[src/rtl/lvs_pkg.sv]
package lvs_pkg;

    localparam int unsigned DEF_WAYS = 4;
    localparam int unsigned DEF_TS_W = 16;

    // outcome of one evaluation of the selector
    typedef enum logic [1:0] {
        PICK_IDLE  = 2'd0,
        PICK_FREE  = 2'd1,
        PICK_AGED  = 2'd2,
        PICK_STALL = 2'd3
    } pick_kind_e;

    function automatic logic pick_grants(input pick_kind_e k);
        return (k == PICK_FREE) || (k == PICK_AGED);
    endfunction

endpackage

[src/rtl/lvs_age_matrix.sv]
module lvs_age_matrix #(
    parameter int unsigned NWAYS = lvs_pkg::DEF_WAYS,
    localparam int unsigned WAY_W = (NWAYS > 1) ? $clog2(NWAYS) : 1
) (
    input  logic                     clk,
    input  logic                     rst,
    input  logic                     touch_en,
    input  logic [WAY_W-1:0]         touch_way,
    input  logic                     fill_en,
    input  logic [WAY_W-1:0]         fill_way,
    output logic [NWAYS*NWAYS-1:0]   newer_o    // bit i*NWAYS+j: way i newer than way j
);

    logic [NWAYS-1:0] age_q [NWAYS];
    logic [NWAYS-1:0] age_d [NWAYS];

    always_comb begin
        for (int i = 0; i < NWAYS; i++) age_d[i] = age_q[i];
        if (touch_en) begin
            for (int j = 0; j < NWAYS; j++) begin
                if (touch_way != WAY_W'(j)) begin
                    age_d[touch_way][j] = 1'b1;
                    age_d[j][touch_way] = 1'b0;
                end
            end
        end
        if (fill_en) begin
            for (int j = 0; j < NWAYS; j++) begin
                if (fill_way != WAY_W'(j)) begin
                    age_d[fill_way][j] = 1'b1;
                    age_d[j][fill_way] = 1'b0;
                end
            end
        end
    end

    always_ff @(posedge clk) begin
        if (rst) begin
            for (int i = 0; i < NWAYS; i++)
                for (int j = 0; j < NWAYS; j++)
                    age_q[i][j] <= (i > j);
        end else begin
            for (int i = 0; i < NWAYS; i++) age_q[i] <= age_d[i];
        end
    end

    generate
        for (genvar gi = 0; gi < NWAYS; gi++) begin : g_row
            assign newer_o[gi*NWAYS +: NWAYS] = age_q[gi];
        end
    endgenerate

endmodule

[src/rtl/lvs_expiry_guard.sv]
module lvs_expiry_guard #(
    parameter int unsigned NWAYS = lvs_pkg::DEF_WAYS,
    parameter int unsigned TS_W  = lvs_pkg::DEF_TS_W
) (
    input  logic [NWAYS-1:0]      valid_i,
    input  logic [NWAYS*TS_W-1:0] ts_i,
    input  logic [TS_W-1:0]       timer_i,
    output logic [NWAYS-1:0]      free_o,
    output logic [NWAYS-1:0]      evict_o
);

    generate
        for (genvar gw = 0; gw < NWAYS; gw++) begin : g_way
            assign free_o[gw]  = ~valid_i[gw];
            assign evict_o[gw] = valid_i[gw] && (ts_i[gw*TS_W +: TS_W] <= timer_i);
        end
    endgenerate

endmodule

[src/rtl/lvs_pick.sv]
module lvs_pick
    import lvs_pkg::*;
#(
    parameter int unsigned NWAYS = lvs_pkg::DEF_WAYS,
    localparam int unsigned WAY_W = (NWAYS > 1) ? $clog2(NWAYS) : 1
) (
    input  logic                   req_i,
    input  logic [NWAYS-1:0]       free_i,
    input  logic [NWAYS-1:0]       evict_i,
    input  logic [NWAYS*NWAYS-1:0] newer_i,
    output logic [WAY_W-1:0]       way_o,
    output pick_kind_e             kind_o
);

    logic [NWAYS-1:0] oldest;
    logic [WAY_W-1:0] free_idx;
    logic [WAY_W-1:0] old_idx;

    // a way is oldest when every other evictable way is newer than it
    always_comb begin
        for (int i = 0; i < NWAYS; i++) begin
            oldest[i] = evict_i[i];
            for (int j = 0; j < NWAYS; j++) begin
                if (!((j == i) || !evict_i[j] || newer_i[j*NWAYS + i]))
                    oldest[i] = 1'b0;
            end
        end
    end

    always_comb begin
        free_idx = '0;
        old_idx  = '0;
        for (int i = NWAYS-1; i >= 0; i--) begin
            if (free_i[i]) free_idx = WAY_W'(i);
            if (oldest[i]) old_idx  = WAY_W'(i);
        end
    end

    always_comb begin
        kind_o = PICK_IDLE;
        way_o  = '0;
        if (req_i) begin
            if (|free_i) begin
                kind_o = PICK_FREE;
                way_o  = free_idx;
            end else if (|evict_i) begin
                kind_o = PICK_AGED;
                way_o  = old_idx;
            end else begin
                kind_o = PICK_STALL;
            end
        end
    end

endmodule

[src/rtl/lru_victim_sel.sv]
module lru_victim_sel
    import lvs_pkg::*;
#(
    parameter int unsigned NWAYS = lvs_pkg::DEF_WAYS,
    parameter int unsigned TS_W  = lvs_pkg::DEF_TS_W,
    localparam int unsigned WAY_W = (NWAYS > 1) ? $clog2(NWAYS) : 1
) (
    input  logic                  clk,
    input  logic                  rst,
    input  logic                  alloc_req_i,
    input  logic [NWAYS-1:0]      way_valid_i,
    input  logic [NWAYS*TS_W-1:0] way_ts_i,
    input  logic [TS_W-1:0]       timer_i,
    input  logic                  touch_en_i,
    input  logic [WAY_W-1:0]      touch_way_i,
    output logic [WAY_W-1:0]      victim_way_o,
    output logic                  grant_o,
    output logic                  stall_o
);

    logic [NWAYS-1:0]       free_w;
    logic [NWAYS-1:0]       evict_w;
    logic [NWAYS*NWAYS-1:0] age_flat;
    pick_kind_e             kind_w;
    logic [WAY_W-1:0]       pick_way;

    lvs_expiry_guard #(.NWAYS(NWAYS), .TS_W(TS_W)) u_guard (
        .valid_i (way_valid_i),
        .ts_i    (way_ts_i),
        .timer_i (timer_i),
        .free_o  (free_w),
        .evict_o (evict_w)
    );

    lvs_age_matrix #(.NWAYS(NWAYS)) u_age (
        .clk       (clk),
        .rst       (rst),
        .touch_en  (touch_en_i),
        .touch_way (touch_way_i),
        .fill_en   (grant_o),
        .fill_way  (pick_way),
        .newer_o   (age_flat)
    );

    lvs_pick #(.NWAYS(NWAYS)) u_pick (
        .req_i   (alloc_req_i),
        .free_i  (free_w),
        .evict_i (evict_w),
        .newer_i (age_flat),
        .way_o   (pick_way),
        .kind_o  (kind_w)
    );

    assign victim_way_o = pick_way;
    assign grant_o      = pick_grants(kind_w);
    assign stall_o      = (kind_w == PICK_STALL);

endmodule

[config.mk]
export PLATFORM = sky130hd
export DESIGN_NAME = lru_victim_sel
export DESIGN_NICKNAME = d
export VERILOG_FILES = /design/src/rtl/lvs_pkg.sv /design/src/rtl/lvs_age_matrix.sv /design/src/rtl/lvs_expiry_guard.sv /design/src/rtl/lvs_pick.sv /design/src/rtl/lru_victim_sel.sv
export SDC_FILE = /design/constraint.sdc
export NUM_CORES = 1
export LEC_CHECK = 0
export BUFFER_PORTS_ARGS = -buffer_cell sky130_fd_sc_hd__buf_2
export CAP_MARGIN = 10
export CORE_UTILIZATION = 30
export CTS_BUF_LIST = sky130_fd_sc_hd__clkbuf_2 sky130_fd_sc_hd__clkbuf_4 sky130_fd_sc_hd__clkbuf_8
export DETAILED_ROUTE_END_ITERATION = 12
export GPL_TIMING_DRIVEN = 0
export PLACE_DENSITY = 0.54
export SLEW_MARGIN = 10
export SYNTH_ARGS = -nofsm -noshare
export SYNTH_HDL_FRONTEND = slang
export SYNTH_SLANG_ARGS = --single-unit
[constraint.sdc]
create_clock -name clk -period 6.9 [get_ports clk]
set_input_delay 1.035 -clock clk [delete_from_list [all_inputs] [get_ports clk]]
set_output_delay 1.035 -clock clk [all_outputs]
set_load 0.03 [all_outputs]
==> flow_summary_export.csv <==
group,metric,value,unit
power,p_leak,1.580,nW
synth,yosysUniqueCellTypes,51,
synth,synth_fa_ha_area_share,34.32,%
setup_path,crit_family,"simple AND/OR/NAND/NOR gates",
setup_path,crit_chain,"buf_2 -> inv_1 -> ha_1 -> nand4_1 -> nor4_1 -> o21ai_0 -> a31oi_1 -> nor2_1 -> or4_4 -> o2111ai_1 -> o211ai_1 -> buf_6 -> inv_1 -> buf_2",
placed_design,port_buffers,93,
synth,synth_area_leaders,"ha_1, dfxtp_1, a21oi_1",
placed_design,gp_congestion,0.8583,
timing,post-route-period-util,75.69,%
synth,synth_warnings,0,
cts,cts_hold_buf,0,
power,power_density,103.9,nW/um^2
timing,rsz0062_at_grt,"false",
floorplanning,ioPinCount,94,
floorplanning,die_area,8258,sq um
outcome,status,"completed",
cells_and_area,n_antenna_cell,0,
route,drt-total-wl,7304,um
setup_path,crit_type,"in -> out",
cts,clkTransAtPathRegs,50,ps
cells_and_area,layout_commonest_cell,"buf_2",
floorplanning,start_util,30.83,%
route,viasPerCell,5.219,
cts,cts_tree,"done",
floorplanning,core.rowCount,32,
grt,grt_max_degree,11,
timing,fmax,191.5,MHz
setup_path,slowest_stage,"or4_4",
cells_and_area,multi_input_area,2006,sq um
floorplanning,core-area,7687,sq um
cells_and_area,largest-register,"u_age.age_q",
route,postRouteAntennaNets,0,
synth,synth_ff_type,"dfxtp_1",
cells_and_area,final_cells,502,
cts,cts_num_sinks,12,
grt,grt_overflow,0,
setup_path,path_max_fanout,10,
cells_and_area,fillers,828,
grt,grt_pass1_vias,2538,
timing,fin_crit,5222,ps
cells_and_area,final-seq-area,240.2,sq um
setup_path,startpoint,"timer_i[15]",
synth,synth_top_area_cell,"ha_1",
cts,h-tree-depth,1,
placed_design,dp_hpwl,6314,um
cells_and_area,largest_reg_flops,12,
timing,worst_pin_slew,510.8,ps
cts,numCtsBuffers,3,
grt,grt.total_usage,18.28,%
synth,synth_top_area_share,34.32,%
synth,syn_nets,459,
route,dr_total_vias,2620,
placed_design,placed_cells,499,
cts,cts_root_buf,"clkbuf_8",
route,route.detailed.drc,0,
synth,syn-cell-area,2370,sq um
setup_path,start_kind,"primary input",
route,drt_first_pass_iters,4,
grt,antenna_found_initial,0,
synth,synthCells,304,
grt,grt_pass1_wl,12080,um
synth,syn_avg_cell_area,7.795,sq um
hold_path,hp-class,"reg -> reg",
route,avgRoutedWirePerCell,14.55,um
synth,ys_ff_latch,12,
synth,synth_top_family_by_area,"adder cells",
timing,hold_viol_final,0,
synth,muxShareOfSynthArea,0,%
cells_and_area,reg.largest.list,"u_age.age_q x12",
setup_path,reg2reg_from,"u_age.age_q[1][2]",
cts,clock_latency,240,ps
cts,ctsResizeCount,0,
setup_path,end_kind,"output pin",
cells_and_area,mostFrequentLayoutCells,"buf_2, ha_1, nand2_1",
floorplanning,die_y,90.88,um
synth,synth_xor_area_share,0,%
cells_and_area,nNetsFinal,557,
cells_and_area,layout-drive-gt1-share,29.25,%
setup_path,crit_buf_inv,5,
setup_path,worstPathArrival,4190,ps
synth,synth_edf_count,0,
power,irDropWorstVdd,0.1474,mV
setup_path,max_stage_delay,520,ps
floorplanning,die_w,90.88,um
synth,synth_compound_area_share,26.19,%
synth,seq_area_frac_synth,10.14,%
timing,fin_skew,3.231,ps
timing,max_slew_margin,65.79,%
timing,setup_viol,0,
timing,slew_violations,0,
synth,yosys.area_share.simple,24.13,%
cells_and_area,syn2layout_area_growth,26.77,%
job,max_cap_violations,0,
setup_path,cp.required,5860,ps
hold_path,min_from,"u_age.age_q[0][2]",
timing,fin_setup_tns,0,ps
route,drt_iter0_drc,70,
cts,cts_buffer_depth,2,
cts,post_cts_buffers,0,
synth,synthArstFlopShare,0,%
==> cell families after synthesis <==
kind of cell / after synthesis
fa+ha+maj: 65
flops: 12
buf+inv: 30
simple gates: 107
compound gates: 90
==> cell usage after synthesis, drive strengths merged, types with 3 or more instances <==
master	count
nor2	16
nor2b	6
nand4	11
dfxtp	12
a21oi	32
o21a	3
nand3	9
and3	6
nand2b	4
a211o	4
nand2	33
a211oi	5
o21ai	14
nor3	6
ha	65
or3	4
or4	3
inv	27
o22ai	6
and2	3
a21o	8
==> per-layer routing <==
layer	wire (um)	GRT usage (%)	vias up
met4	100	5.423	0
met2	3413	32.58	90
li1	-	-	1345
met5	0	0	-
met3	364	1.684	6
met1	3425	23.14	1179
==> through the flow <==
| step | hold WS [ps] | total power [W] | instance area, sq um | setup WS (ps) | util (%) |
|---|---|---|---|---|---|
| 3_3_place_gp | 486.2 | 0.0002469 | 2963 | 1693 | 38.54 |
| 5_1_grt | 531.3 | 0.0003438 | 3004 | 1333 | 39.08 |
| 6_report | 507.8 | 0.0003121 | 3004 | 1678 | 39.08 |
| 3_5_place_dp | 491.2 | 0.0002510 | 2963 | 1686 | 38.54 |
| 4_1_cts | 500.1 | 0.0003152 | 3004 | 1669 | 39.08 |
| 2_1_floorplan | 453.9 | 0.0001901 | 2370 | 2103 | - |
==> power by group <==
part | internal [W] | leakage (nW) | switching (W) | total, W
clock | 0.0000384 | 0.0216 | 0.0000245 | 0.0000628
sequential | 0.0000767 | 0.0999 | 0.00000661 | 0.0000833
combinational | 0.0000770 | 1.46 | 0.0000890 | 0.000166
total | 0.000192 | 1.58 | 0.000120 | 0.000312
==> cell type report <==
class / count / area share, %
clock buffer: 3 / 1.374
multi-input combinational: 262 / 66.76
inverter: 27 / 3.374
buffer: 3 / 0.7497
sequential: 12 / 7.997
timing repair buffer: 93 / 15.49
tap: 102 / 4.248
==> worst register-to-register path: stages, from the launching register on <==
cell and delay [ps]:
dfxtp_1 410, o22ai_1 110, or3_2 420, or3_2 450
a21boi_4 240, a31oi_4 170, a211o_1 280, a21o_1 170
==> path summary, 6_finish.rpt <==
| check | to | slack (ps) | cells after the start |
|---|---|---|---|
| worst min register to register | u_age.age_q[0][2] | 510 | 2 |
| worst max-delay path | victim_way_o[0] | 1680 | 14 |
| worst max register to register | u_age.age_q[1][0] | 4550 | 7 |
| worst min-delay path | u_age.age_q[0][2] | 510 | 2 |
Power figures use the tool's default switching activity.
